<file path="config.mk">
export PLATFORM = sky130hd
export DESIGN_NAME = cc_channel
export DESIGN_NICKNAME = d
export VERILOG_FILES = /design/src/rtl/cc_channel.sv
export SDC_FILE = /design/constraint.sdc
export NUM_CORES = 1
export LEC_CHECK = 0
export CORE_MARGIN = 10
export CORE_UTILIZATION = 43
export DETAILED_ROUTE_END_ITERATION = 8
export GPL_TIMING_DRIVEN = 0
export PLACE_DENSITY = 0.8
export SETUP_SLACK_MARGIN = 0.5
export SLEW_MARGIN = 10
export SYNTH_ARGS = -nofsm -noshare
export SYNTH_HDL_FRONTEND = slang
export SYNTH_SLANG_ARGS = --single-unit
</file>
<file path="constraint.sdc">
create_clock -name clk -period 3.2 [get_ports clk]
set_clock_uncertainty 0.15 [all_clocks]
set_input_delay 0.32 -clock clk [delete_from_list [all_inputs] [get_ports clk]]
set_output_delay 0.32 -clock clk [all_outputs]
set_load 0.005 [all_outputs]
</file>
<file path="src/rtl/cc_channel.sv">
module cc_channel #(
  parameter int W = 16
)(
  input  logic         clk,
  input  logic         rst_n,
  input  logic [W-1:0] tmr_cnt,
  input  logic [1:0]   tmr_mode,
  input  logic         cnt_zero,
  input  logic         cnt_period,
  input  logic         ctl_we,
  input  logic [15:0]  ctl_wdata,
  input  logic         dat_we,
  input  logic [W-1:0] dat_wdata,
  input  logic         in_a,
  input  logic         in_b,
  output logic [15:0]  ctl_q,
  output logic [W-1:0] dat_q,
  output logic [W-1:0] cmp_latch,
  output logic         pwm_out,
  output logic         irq
);
  localparam logic [1:0] MODE_STOP = 2'b00;
  localparam logic [1:0] MODE_UPDN = 2'b11;

  logic [15:4] hi;
  logic [2:0]  lo;
  logic        cci, a_prev, s1, s2, s3, cur, prv, cap_ev, equn, ld_ev, out_r, out_nx;
  logic        unused_wbit;

  logic [1:0] edge_sel, src_sel, load_sel;
  logic [2:0] omode;
  logic       sync_en, cap_mode;

  assign edge_sel    = hi[15:14];
  assign src_sel     = hi[13:12];
  assign sync_en     = hi[11];
  assign load_sel    = hi[10:9];
  assign cap_mode    = hi[8];
  assign omode       = hi[7:5];
  assign unused_wbit = ctl_wdata[3];

  always_comb begin
    case (src_sel)
      2'b00:   cci = in_a;
      2'b01:   cci = in_b;
      2'b10:   cci = 1'b0;
      default: cci = 1'b1;
    endcase
  end

  assign cur    = sync_en ? s2 : cci;
  assign prv    = sync_en ? s3 : a_prev;
  assign cap_ev = cap_mode & ((edge_sel[0] & cur & ~prv) | (edge_sel[1] & ~cur & prv));
  assign equn   = ~cap_mode & (tmr_mode != MODE_STOP) & (tmr_cnt == cmp_latch);

  always_comb begin
    case (load_sel)
      2'b00:   ld_ev = dat_we;
      2'b01:   ld_ev = cnt_zero;
      2'b10:   ld_ev = cnt_zero | ((tmr_mode == MODE_UPDN) & cnt_period);
      default: ld_ev = equn;
    endcase
  end

  always_comb begin
    out_nx = out_r;
    case (omode)
      3'd0: out_nx = lo[2];
      3'd1: if (equn) out_nx = 1'b1;
      3'd2: begin
        if (equn) out_nx = ~out_r;
        if (cnt_period) out_nx = 1'b0;
      end
      3'd3: begin
        if (equn) out_nx = 1'b1;
        if (cnt_period) out_nx = 1'b0;
      end
      3'd4: if (equn) out_nx = ~out_r;
      3'd5: if (equn) out_nx = 1'b0;
      3'd6: begin
        if (equn) out_nx = ~out_r;
        if (cnt_period) out_nx = 1'b1;
      end
      default: begin
        if (equn) out_nx = 1'b0;
        if (cnt_period) out_nx = 1'b1;
      end
    endcase
  end

  always_ff @(posedge clk) begin
    if (!rst_n) begin
      hi        <= '0;
      lo        <= '0;
      dat_q     <= '0;
      cmp_latch <= '0;
      out_r     <= 1'b0;
      a_prev    <= 1'b0;
      s1        <= 1'b0;
      s2        <= 1'b0;
      s3        <= 1'b0;
    end else begin
      if (ctl_we) hi <= ctl_wdata[15:4];
      lo <= (ctl_we ? ctl_wdata[2:0] : lo) | {1'b0, cap_ev & lo[0], cap_ev | equn};
      if (cap_ev)      dat_q <= tmr_cnt;
      else if (dat_we) dat_q <= dat_wdata;
      if (ld_ev) cmp_latch <= (load_sel == 2'b00) ? dat_wdata : dat_q;
      out_r  <= out_nx;
      a_prev <= cci;
      s1     <= cci;
      s2     <= s1;
      s3     <= s2;
    end
  end

  assign ctl_q   = {hi, cci, lo};
  assign pwm_out = (omode == 3'd0) ? lo[2] : out_r;
  assign irq     = hi[4] & lo[0];
endmodule

</file>
# ---- After elaboration in Yosys (flattened, before gate mapping)
# Cells that the tools add are included.
dict set report totals {
  ff_bits 51
  inputBits 58
  output_inout_bits 50
}
dict set report classes {
  eq_ne 12
  n_mux 17
  bitwise_logic 18
  reduce_logical 5
}
# op n
set op_table {}
lappend op_table {{$mux 16} 3}
lappend op_table {{$eq 16x16->1} 1}
lappend op_table {{$and 1x1->1} 10}
lappend op_table {{$mux 1} 10}
lappend op_table {{$eq 3x3->1 const B} 3}
lappend op_table {{$pmux 1 s7} 1}
lappend op_table {{$eq 2x2->1 const B} 3}
lappend op_table {{$eq 3x2->1 const B} 2}
lappend op_table {{$pmux 1 s3} 2}
lappend op_table {{$eq 2x1->1 const B} 2}
lappend op_table {{$logic_not 2->1} 2}
lappend op_table {{$not 1->1} 4}
lappend op_table {{$reduce_bool 2->1} 2}
lappend op_table {{$eq 3x1->1 const B} 1}
lappend op_table {{$logic_not 3->1} 1}
lappend op_table {{$mux 3} 1}
lappend op_table {{$or 1x1->1} 3}
lappend op_table {{$or 3x2->3} 1}

# ---- Logic depth before layout (Yosys ltp)
# Gate-level depths: netlist (run 1).
dict set report depth {
  word_depth 10
  depth_mapped 10
}

# ---- Worst setup path before layout (run 1)
# No wires, ideal clock.
dict set report synth_path {
  kind {flip-flop to flip-flop}
  start {reg cmp_latch[13]}
  end {reg out_r}
  setup_ns 0.115
  arrival_ns 2.063
  t_required_ns 2.935
  setup_slack_ns 0.872
  stages_incl_launch_ff 11
  n_path_buf 1
  synth_period_minus_slack_ns 2.328
  cell_sequence {dfxtp_1 -> xnor2_1 -> nand4_1 -> nor3_4 -> buf_4 -> nand3b_1 -> ha_1 -> o22a_1 -> o22ai_1 -> o21ai_0 -> and2_1}
}
dict set report synth_between {
  elab_chain_len 5
}
# element line
set synth_lines {}
lappend synth_lines {{start: declaration} 18} ;# output logic [W-1:0] cmp_latch,
lappend synth_lines {{start signal: assignment} 107} ;# if (ld_ev) cmp_latch <= (load_sel == 2'b00) ? dat_wdata : dat_q;
lappend synth_lines {{$eq 16x16->1 *} 54} ;# assign equn = ~cap_mode & (tmr_mode != MODE_STOP) & (tmr_cnt == cmp_latch);
lappend synth_lines {{$and 1x1->1 *} 54}
lappend synth_lines {{$mux 1} n/a}
lappend synth_lines {{$mux 1 (on tied branches)} n/a}
lappend synth_lines {{$pmux 1 s7 *} n/a}
lappend synth_lines {{end signal: assignment} 108} ;# out_r <= out_nx;
lappend synth_lines {{end: declaration} 27} ;# logic cci, a_prev, s1, s2, s3, cur, prv, cap_ev, equn, ld_ev, out_r, out_nx;
# Mark *: on every way between the ends. The rest lies on a longest branch, timed or not.
# A chain may end at the register's enable or synchronous reset.

# ---- Worst setup path after layout (run 1)
dict set report layout_path {
  start {in tmr_cnt[8]}
  end {reg out_r}
}
dict set report layout_between {
  elab_chain_len 5
}
# element line
set layout_lines {}
lappend layout_lines {{start: declaration} 6} ;# input logic [W-1:0] tmr_cnt,
lappend layout_lines {{$eq 16x16->1 *} 54}
lappend layout_lines {{$and 1x1->1 *} 54}
lappend layout_lines {{$mux 1} n/a}
lappend layout_lines {{$mux 1 (on tied branches)} n/a}
lappend layout_lines {{$pmux 1 s7 *} n/a}
# Marks and branches as above.

==> results.ini, run 1 <==
[run_status]
status=complete, no violations

[synth]
synth_fp_nets=345
per_instance_average_area_after_synthesis_um2=9.26
synth.top_cells.by_area=dfxtp_1, mux2i_1, a311oi_1
yosys_register_bits=51
async_reset_ff_frac=0
synth_enable_flop_cells=0
library_cell_with_the_highest_instance_count_after_synthesis=dfxtp_1
post-synth-top-area-cell=dfxtp_1
yosys_warnings=0
post_synth_num_cell_types=34
synth.top_cells.by_count=dfxtp_1, mux2i_1, o21ai_0
synth_top_flop_cell=dfxtp_1
synth_top_cell_area_share=0.387
syn_inst=285
yosysSeqAreaShare=0.387
synth_area_um2=2640

[flow_run]
cap_viol_max_count=0

[setup_path]
path_delay_family=buffers and inverters
cp_slowest_stage_delay_ns=0.49
startpoint_type=input port
worstSetupPathDepth=11
critPathMostFrequentCell=o21ai_0
slowest_stage=clkdlybuf4s50_1
worstPathRequired_ns=3.28
crit_path_end_kind=register
cell_count_of_the_worst_reg_to_reg_path=10
worst-path-max-fanout=10
cp_cell_sequence=clkdlybuf4s50_1, xnor2_1, o21ai_0, nor3_4, buf_6, nand3b_1, ha_1, o22a_1, o22ai_1, o21ai_0, and2_1
cp.buffers_inverters=2
cp.arrival_ns=2.60
path_class=input port to register

[clock_tree]
htreeDepth=2
clock_path_buffers=2
cts_inserted_buffers=5
clock_insertion_delay_worst_skew_ns=0.32
clock-root-buffer=clkbuf_8
ctsHoldBuffers=0
path_clk_slew_ns=0.10
cts_num_sinks=51
tritoncts=yes

[layout]
drive_gt1_frac=0.0905
layout.nets=457
antenna_cells=0
syn_to_final_growth_pct=48.6

[sta]
hold_viol_final=0
finalHoldWorstSlack_ns=0.234
period_minus_slack_ns=2.52
max_freq_mhz=396
slew_headroom=0.460
fin_crit_share=0.788
fin_setup_tns_ns=0
setup_violators_final=0
drv_slew=0
rsz0062_at_grt=no
max_slew.worst_pin.slew_ns=0.810

[route]
detailedRoute.firstIterationViolations=131
remaining_drc_errors=0
viasPerCell=5.69
detailedRoute.firstPassIterationCount=4
total_length_of_routed_wires_mm=9.26
wl_per_cell_um=19.6
detailroute.via_count=2691
route.antenna.remaining_nets=0

[placed_design]
place_congestion=0.839
dp_hpwl_mm=6.91
port-buffer-count=104

[power]
vdd_drop_max_mv=0.250
leakage_nw=1.45
power.density_nw_per_um2=435

[grt]
grt_pass1_wl_mm=14.5
global_route.overflow_total=0
antenna_found_initial=0
track_usage=0.184
grt_start_max_net_pins=17
first_global_vias=2708

[die]
fp-row-count=28
top_level_ports=108
initial_core_util=0.443
fp.dieW_um=98.3
die_h_um=98.3
floorplan.core_area_um2=5960
die_area_um2=9670

[worst_hold_path]
min_path_type=input port to register
min_delay_path_depth=3

[worst reg2reg max path, cell delays in order, from the launching register on]
cell	delay, ns
dfxtp_1	0.41
xnor2_1	0.13
o21ai_0	0.16
nor3_4	0.25
buf_6	0.17
nand3b_1	0.16
ha_1	0.31
o22a_1	0.21
o22ai_1	0.12
o21ai_0	0.11
and2_1	0.16
[area by class of cell]
cell class / count / area [um2]
sequential: 51 / 1020
tap: 75 / 93.8
timing repair buffer: 105 / 1050
inverter: 4 / 15.0
buffer: 25 / 136
multi-input combinational: 205 / 1470
clock buffer: 5 / 68.8
fill: 496 / 2030
clock inverter: 3 / 67.6
[sequential cells by signal (all words and copies together), names as in the netlist]
register	flops
s1	1
cmp_latch	16
s2	1
dat_q	16
lo	3
out_r	1
hi	12
s3	1
[layer usage]
layer	wire (um)	part of all wire	vias to the layer above	global-route usage
met5	0	0	-	0
met4	134	0.014	0	0.0595
met3	659	0.071	9	0.0500
met2	4750	0.51	106	0.314
met1	3710	0.40	1301	0.218
li1	-	-	1275	-
[report_power, final]
group	internal (mW)	total [mW]	leakage, nW	switching (mW)
logic	0.249	0.431	0.960	0.182
clock network	0.312	0.541	0.0644	0.229
registers	0.686	0.735	0.422	0.0492
[cells in the final DEF, fill, tap and decap left out, types with 3 or more instances in the layout]
cell / Yosys / layout
a21oi_1: 17 / 17
a311oi_1: 22 / 22
a311oi_2: 10 / 10
and2_1: 6 / 6
buf_2: 7 / 7
buf_6: 3 / 4
clkbuf_1: 13 / 13
clkbuf_8: 0 / 5
clkdlybuf4s50_1: 0 / 104
dfxtp_1: 51 / 51
inv_1: 4 / 4
mux2i_1: 32 / 32
nand2_1: 20 / 20
nand3_1: 3 / 3
nand4_1: 3 / 3
nor2_1: 19 / 19
o21ai_0: 28 / 28
o21ai_1: 10 / 10
xnor2_1: 16 / 16
[per-stage QoR]
step                power, mW  worst slack [ns]  std cells  utilization  area, um2
floorplan               0.944             0.872        285            -       2640
global placement         1.17            0.0516        464        0.634       3770
finish                   1.71             0.677        473        0.658       3920
detailed placement       1.18            0.0722        464        0.634       3770
CTS                      1.71             0.593        473        0.658       3920
global route             1.78             0.511        473        0.658       3920
[worst paths after layout]
path	start	end	slack (ns)
max reg2reg	cmp_latch[8]	out_r	0.75
min reg2reg	s2	s3	0.32
min	dat_we	dat_q[9]	0.23
max	tmr_cnt[8]	out_r	0.68
[cells by family after synthesis]
| kind of cell | synth area share |
|---|---|
| and+or+nand+nor | 0.110 |
| buffers and inverters | 0.0559 |
| adders and majority gates | 0.00948 |
| muxes | 0.127 |
| xor gates and xnor gates | 0.0531 |
| AOI/OAI and AO/OA | 0.258 |
| DFF | 0.387 |
[repair_timing]
action	4_1_cts	5_1_grt
buffers inserted	1	0
setup endpoints to repair	1	1
resized for setup	0	1
pin swaps	1	2
(Power assumes the default switching activity.)
==> run 2, diff against run 1 <==
==> constraint.sdc (replaced) <==
create_clock -name clk -period 2.6 [get_ports clk]
set_clock_uncertainty 0.15 [all_clocks]
set_input_delay 0.26 -clock clk [delete_from_list [all_inputs] [get_ports clk]]
set_output_delay 0.26 -clock clk [all_outputs]
set_load 0.005 [all_outputs]
==> run 2 against run 1 <==
Against the previous run:
- sequential cell count stayed put
- global-route usage is 0.40 points lower
- critical path type is now register to register
- largest power group unchanged
- wire length is 0.73% lower
- combinational power is 27% higher
- highest routed layer unchanged
- clock-buffer cell count stayed put
- non-clock buffer count is 8 higher
==> results.ini, run 2 (same netlist as run 1, synthesis figures left out) <==
[layout]
largestRegisters=cmp_latch x16, dat_q x16, hi x12
most_frequent_cells_in_the_layout=clkdlybuf4s50_1, dfxtp_1, mux2i_1
layout.cell_area.non_filler_um2=4000  ; +2.0%
drive_gt1_frac=0.153  ; +0.0623
layout.nets=465  ; +1.8%
layout_commonest_cell=clkdlybuf4s50_1
syn_to_final_growth_pct=51.6

[clock_tree]
htreeDepth=2  ; unchanged
clock_path_buffers=2  ; unchanged
clock-root-buffer=clkbuf_8
cts_inserted_buffers=5  ; unchanged
clock_insertion_delay_worst_skew_ns=0.30  ; -0.02 ns
cts_num_sinks=51  ; unchanged
path_clk_slew_ns=0.10  ; about the same
ctsHoldBuffers=0  ; unchanged
tritoncts=yes

[setup_path]
cp.arrival_ns=2.46  ; -0.14 ns
reg2reg_setup_slack_ns=0.20  ; -0.55 ns
cell_count_of_the_worst_reg_to_reg_path=10  ; unchanged
worst-path-max-fanout=3  ; -7
worstPathRequired_ns=2.66  ; -0.62 ns
worst_r2r_startpoint=cmp_latch[8]
startpoint_type=register
path_class=register to register
crit_path_end_kind=register
reg2reg_to=out_r

[sta]
max_freq_mhz=417
setup_violators_final=0  ; unchanged
drv_slew=0  ; unchanged
fin_crit_share=0.922
worst_slack_ns=0.203  ; -0.474 ns
slew_headroom=0.449  ; -0.0112
max_slew.worst_pin.slew_ns=0.827  ; +0.0168 ns
rsz0062_at_grt=yes
period_minus_slack_ns=2.40
hold_viol_final=0  ; unchanged

[placed_design]
placement.cell_area_um2=3780  ; +0.23%
port-buffer-count=104  ; unchanged
detailedPlace.worstSlack_ns=-0.563  ; -0.635 ns
place_congestion=0.886  ; +5.6%
dp_hpwl_mm=6.75  ; -2.2%

[die]
fp.dieW_um=98.3  ; unchanged
floorplan.core_area_um2=5960  ; unchanged
top_level_ports=108  ; unchanged
die_area_um2=9670  ; unchanged
initial_core_util=0.443  ; unchanged
die_h_um=98.3  ; unchanged
fp-row-count=28  ; unchanged

[route]
wl_per_cell_um=19.1  ; -2.6%
total_length_of_routed_wires_mm=9.19  ; -0.73%
detailedRoute.firstPassIterationCount=4  ; unchanged
viasPerCell=5.57  ; -2.2%
detailedRoute.firstIterationViolations=246  ; +88%
route.antenna.remaining_nets=0  ; unchanged
detailroute.via_count=2683  ; -0.30%
remaining_drc_errors=0  ; unchanged

[grt]
grt_pass1_wl_mm=14.4  ; -0.62%
track_usage=0.180  ; -0.00402
antenna_found_initial=0  ; unchanged
first_global_vias=2686  ; -0.81%
global_route.overflow_total=0  ; unchanged
grt_start_max_net_pins=16  ; -1

[worst_hold_path]
timing.hold.worst_endpoint=dat_q[7]
startpoint_of_the_lowest_slack_hold_path=dat_we
min_path_type=input port to register
min_delay_path_depth=3  ; unchanged

[flow_run]
cap_viol_max_count=0  ; unchanged

[power]
leakage_nw=1.53  ; +5.8%
vdd_drop_max_mv=0.275  ; +9.9%
power.density_nw_per_um2=477  ; +9.5%

[run_status]
status=complete, no violations

-- run 2: per-stage QoR --
stage	instances	hold slack [ns]	utilization	power [mW]	setup TNS, ns
after floorplan	285	0.257	-	1.16	0
after global placement	464	0.291	0.635	1.44	-0.438
after detailed placement	464	0.298	0.635	1.45	-0.563
after CTS	477	0.194	0.659	1.90	0
after global routing	481	0.204	0.671	2.00	0
final	482	0.201	0.672	1.91	0
-- run 2: repair_timing --
item / 4_1_cts / 5_1_grt
buffers inserted: 5 / 4
endpoints found under the setup margin: 30 / 22
resized for setup: 13 / 15
pin swaps: 7 / 8
endpoints found under the hold margin: 0 / 0
-- run 2: critical path, cell delays in order, from the launching register on --
cell and delay [ns]:
dfxtp_1 0.43, xnor2_2 0.15, o21ai_2 0.10, nor3_4 0.23
buf_6 0.13, nand3b_1 0.16, ha_1 0.34, o22a_1 0.23
o22ai_1 0.15, o21ai_1 0.09, and2_1 0.15
-- run 2: how the worst max path moves through the flow --
stage	from	to	slack, ns	cells after the start
2_1_floorplan	cmp_latch[6]	out_r	0.31	10
3_3_place_gp	tmr_cnt[5]	out_r	-0.44	11
3_5_place_dp	tmr_cnt[5]	out_r	-0.56	11
4_1_cts	cmp_latch[6]	out_r	0.16	10
5_1_grt	cmp_latch[5]	out_r	0.05	10
6_report	cmp_latch[8]	out_r	0.20	10
-- run 2: per-layer routing --
| metal | up-vias | part of all wire | track usage |
|---|---|---|---|
| met5 | - | 0 | 0 |
| met4 | 0 | 0.0058 | 0.0386 |
| met3 | 7 | 0.090 | 0.0571 |
| met2 | 117 | 0.47 | 0.285 |
| met1 | 1257 | 0.43 | 0.234 |
| li1 | 1302 | - | - |
-- run 2: final cells by class --
class	count	area (um2)
diodes	1	2.50
clock buffers	5	68.8
well taps	75	93.8
clock inverters	3	15.0
flip-flops and latches	51	1030
plain buffers	25	146
repair buffers	113	1100
fillers	482	1950
multi-input cells	205	1530
inverters	4	15.0
-- run 2: where the power goes --
part           total, mW  switching, mW  internal, mW
clock              0.454          0.269         0.185
sequential         0.906         0.0602         0.846
combinational      0.549          0.231         0.318
==> run 3, diff against run 2 <==
--- a/config.mk
+++ b/config.mk
@@ -5,7 +5,7 @@
 export SDC_FILE = /design/constraint.sdc
 export NUM_CORES = 1
 export LEC_CHECK = 0
-export CORE_MARGIN = 10
+export CORE_MARGIN = 1
 export CORE_UTILIZATION = 43
 export DETAILED_ROUTE_END_ITERATION = 8
 export GPL_TIMING_DRIVEN = 0
==> run 3 against run 2 <==
Against the previous run:
- sequential cell count did not move
- global-route usage is 7.5 points higher
- non-clock buffer count is 7 higher
- worst setup slack improved by 0.054 ns
- utilization increased by 2.5 points
- critical path depth is the same
- maximum frequency up 2.3%
- wire length fell by 11%
- sequential share of layout area fell by 0.68 points
- sequential power is essentially flat
- power is 6.5% higher
- critical path type unchanged
==> results.ini, run 3 (same netlist as run 1, synthesis figures left out) <==
[run_status]
status=complete, no violations

[power]
power.density_nw_per_um2=493  ; +3.3%
sequential_power_share=0.447  ; -0.028
internal_power_mw=1.48  ; +9.7%
share_clk_of_total_power=0.284  ; +0.046
totalPowerFinal_mw=2.03  ; +6.5%
switchingPower_mw=0.554  ; -1.0%
vdd_drop_max_mv=0.277  ; +0.79%
leakage_nw=1.63  ; +6.5%
combinational_share_of_power=0.269  ; -0.018
switching_share=0.273  ; -0.0207

[die]
floorplan.core_area_um2=5920  ; -0.59%
fp.dieW_um=80.3  ; -18%
initial_core_util=0.446  ; +0.00262
die_area_um2=6450  ; -33%
die_h_um=80.3  ; -18%
top_level_ports=108  ; unchanged
fp-row-count=28  ; unchanged

[grt]
grt.met3_usage=0.0341  ; -0.0230
grt_pass1_wl_mm=12.5  ; -13%
use_met2=0.412  ; +0.127
global_route.overflow_total=0  ; unchanged
most_crowded_layer_after_global_routing=met2
grt_start_max_net_pins=16  ; unchanged
globalRouteMet1Util=0.338  ; +0.104
track_usage=0.255  ; +0.0746
antenna_found_initial=0  ; unchanged
first_global_vias=2581  ; -3.9%

[sta]
fin_crit_share=0.901  ; -0.0209
max_slew.worst_pin.slew_ns=0.776  ; -0.0511 ns
drv_slew=0  ; unchanged
setup_violators_final=0  ; unchanged
period_minus_slack_ns=2.34  ; -0.0544 ns
max_freq_mhz=427  ; +2.3%
worst_slack_ns=0.257  ; +0.0544 ns
slew_headroom=0.483  ; +0.0340
rsz0062_at_grt=yes
hold_viol_final=0  ; unchanged
fin_setup_tns_ns=0  ; unchanged

[placed_design]
dp_hpwl_mm=5.70  ; -16%
placed_cells_incl_taps=464  ; unchanged
detailedPlace.worstSlack_ns=-0.426  ; +0.136 ns
place_congestion=0.830  ; -6.3%
port-buffer-count=104  ; unchanged

[clock_tree]
path_clk_slew_ns=0.09  ; about the same
ctsHoldBuffers=0  ; unchanged
htreeDepth=2  ; unchanged
clock_insertion_delay_worst_skew_ns=0.30  ; about the same
clock_path_buffers=2  ; unchanged
tritoncts=yes
cts_inserted_buffers=5  ; unchanged
clock-root-buffer=clkbuf_8
cts_num_sinks=51  ; unchanged

[route]
total_length_of_routed_wires_mm=8.17  ; -11%
detailedRoute.firstIterationViolations=121  ; -51%
route.antenna.remaining_nets=0  ; unchanged
viasPerCell=5.64  ; +1.4%
wl_per_cell_um=16.7  ; -12%
detailedRoute.firstPassIterationCount=5  ; +1
detailroute.via_count=2754  ; +2.6%
remaining_drc_errors=0  ; unchanged

[layout]
largestRegisters=cmp_latch x16, dat_q x16, hi x12
count_of_fill_cells_added_during_filler_insertion=465  ; -3.5%
layout.nets=472  ; +1.5%
antenna_cells=0  ; -1
post-route-util=0.697  ; +0.0249
layout_commonest_cell=clkdlybuf4s50_1
sequential_cell_area_um2=1030  ; +0.36%
multi_input_comb_area_um2=1540  ; +0.57%
most_frequent_cells_in_the_layout=clkdlybuf4s50_1, dfxtp_1, mux2i_1
syn_to_final_growth_pct=56.3
finalNonFillerCells=488  ; +1.2%
drive_gt1_frac=0.174  ; +0.0216

[flow_run]
cap_viol_max_count=0  ; unchanged

[setup_path]
worst_r2r_startpoint=cmp_latch[6]
startpoint_type=register
path_class=register to register
crit_path_end_kind=register
reg2reg_to=out_r
cp.arrival_ns=2.40  ; -0.06 ns
reg2reg_setup_slack_ns=0.26  ; +0.05 ns
worstPathRequired_ns=2.65  ; about the same
worst-path-max-fanout=3  ; unchanged
cell_count_of_the_worst_reg_to_reg_path=10  ; unchanged

[worst_hold_path]
min_path_type=input port to register
timing.hold.worst_endpoint=dat_q[9]
min_delay_path_depth=3  ; unchanged
startpoint_of_the_lowest_slack_hold_path=tmr_cnt[9]

## run 3: stage by stage
stage | instance area (um2) | hold WS (ns)
floorplan | 2650 | 0.257
global placement | 3780 | 0.285
detailed placement | 3780 | 0.293
CTS | 4010 | 0.185
global route | 4130 | 0.191
finish | 4130 | 0.175
## run 3: timing repair
action / CTS / global route
resized for setup: 16 / 26
pin swaps: 6 / 12
gates cloned: 0 / 0
endpoints found under the setup margin: 28 / 22
setup buffers: 10 / 6
## run 3: power by group through the flow
stage                     combinational, mW  sequential (mW)  clock [mW]
after floorplan                       0.249            0.915           0
after global placement                0.512            0.920           0
after detailed placement              0.520            0.921           0
after CTS                             0.529            0.904       0.579
after global routing                  0.587            0.917       0.616
final                                 0.546            0.909       0.578
## run 3: worst max-delay path, stage by stage, from the launching register on
cell,delay (ns)
dfxtp_4,0.37
xnor2_2,0.12
nand4_1,0.17
nor3_4,0.21
buf_6,0.13
nand3b_1,0.16
ha_1,0.34
o22a_1,0.25
a21oi_2,0.12
o21ai_1,0.07
and2_1,0.15
## run 3: layout make-up
type	count	area share
Buffer	25	0.0352
Timing Repair Buffer	120	0.288
Tap cell	75	0.0227
Multi-Input combinational cell	205	0.372
Sequential cell	51	0.250
Clock buffer	6	0.0200
Inverter	4	0.00364
Clock inverter	2	0.00849
## run 3: worst max path at each step
stage,start,to,slack [ns],depth (start not counted)
final,cmp_latch[6],out_r,0.26,10
after global routing,cmp_latch[8],out_r,0.15,10
after CTS,cmp_latch[5],out_r,0.28,10
after detailed placement,tmr_cnt[5],out_r,-0.43,11
after global placement,tmr_cnt[5],out_r,-0.42,11
after floorplan,cmp_latch[6],out_r,0.31,10
## run 3: layer usage
layer / vias up / routed length [um]
met2: 131 / 3860
met4: 0 / 153
met3: 14 / 559
met1: 1298 / 3600
met5: - / 0
li1: 1311 / -
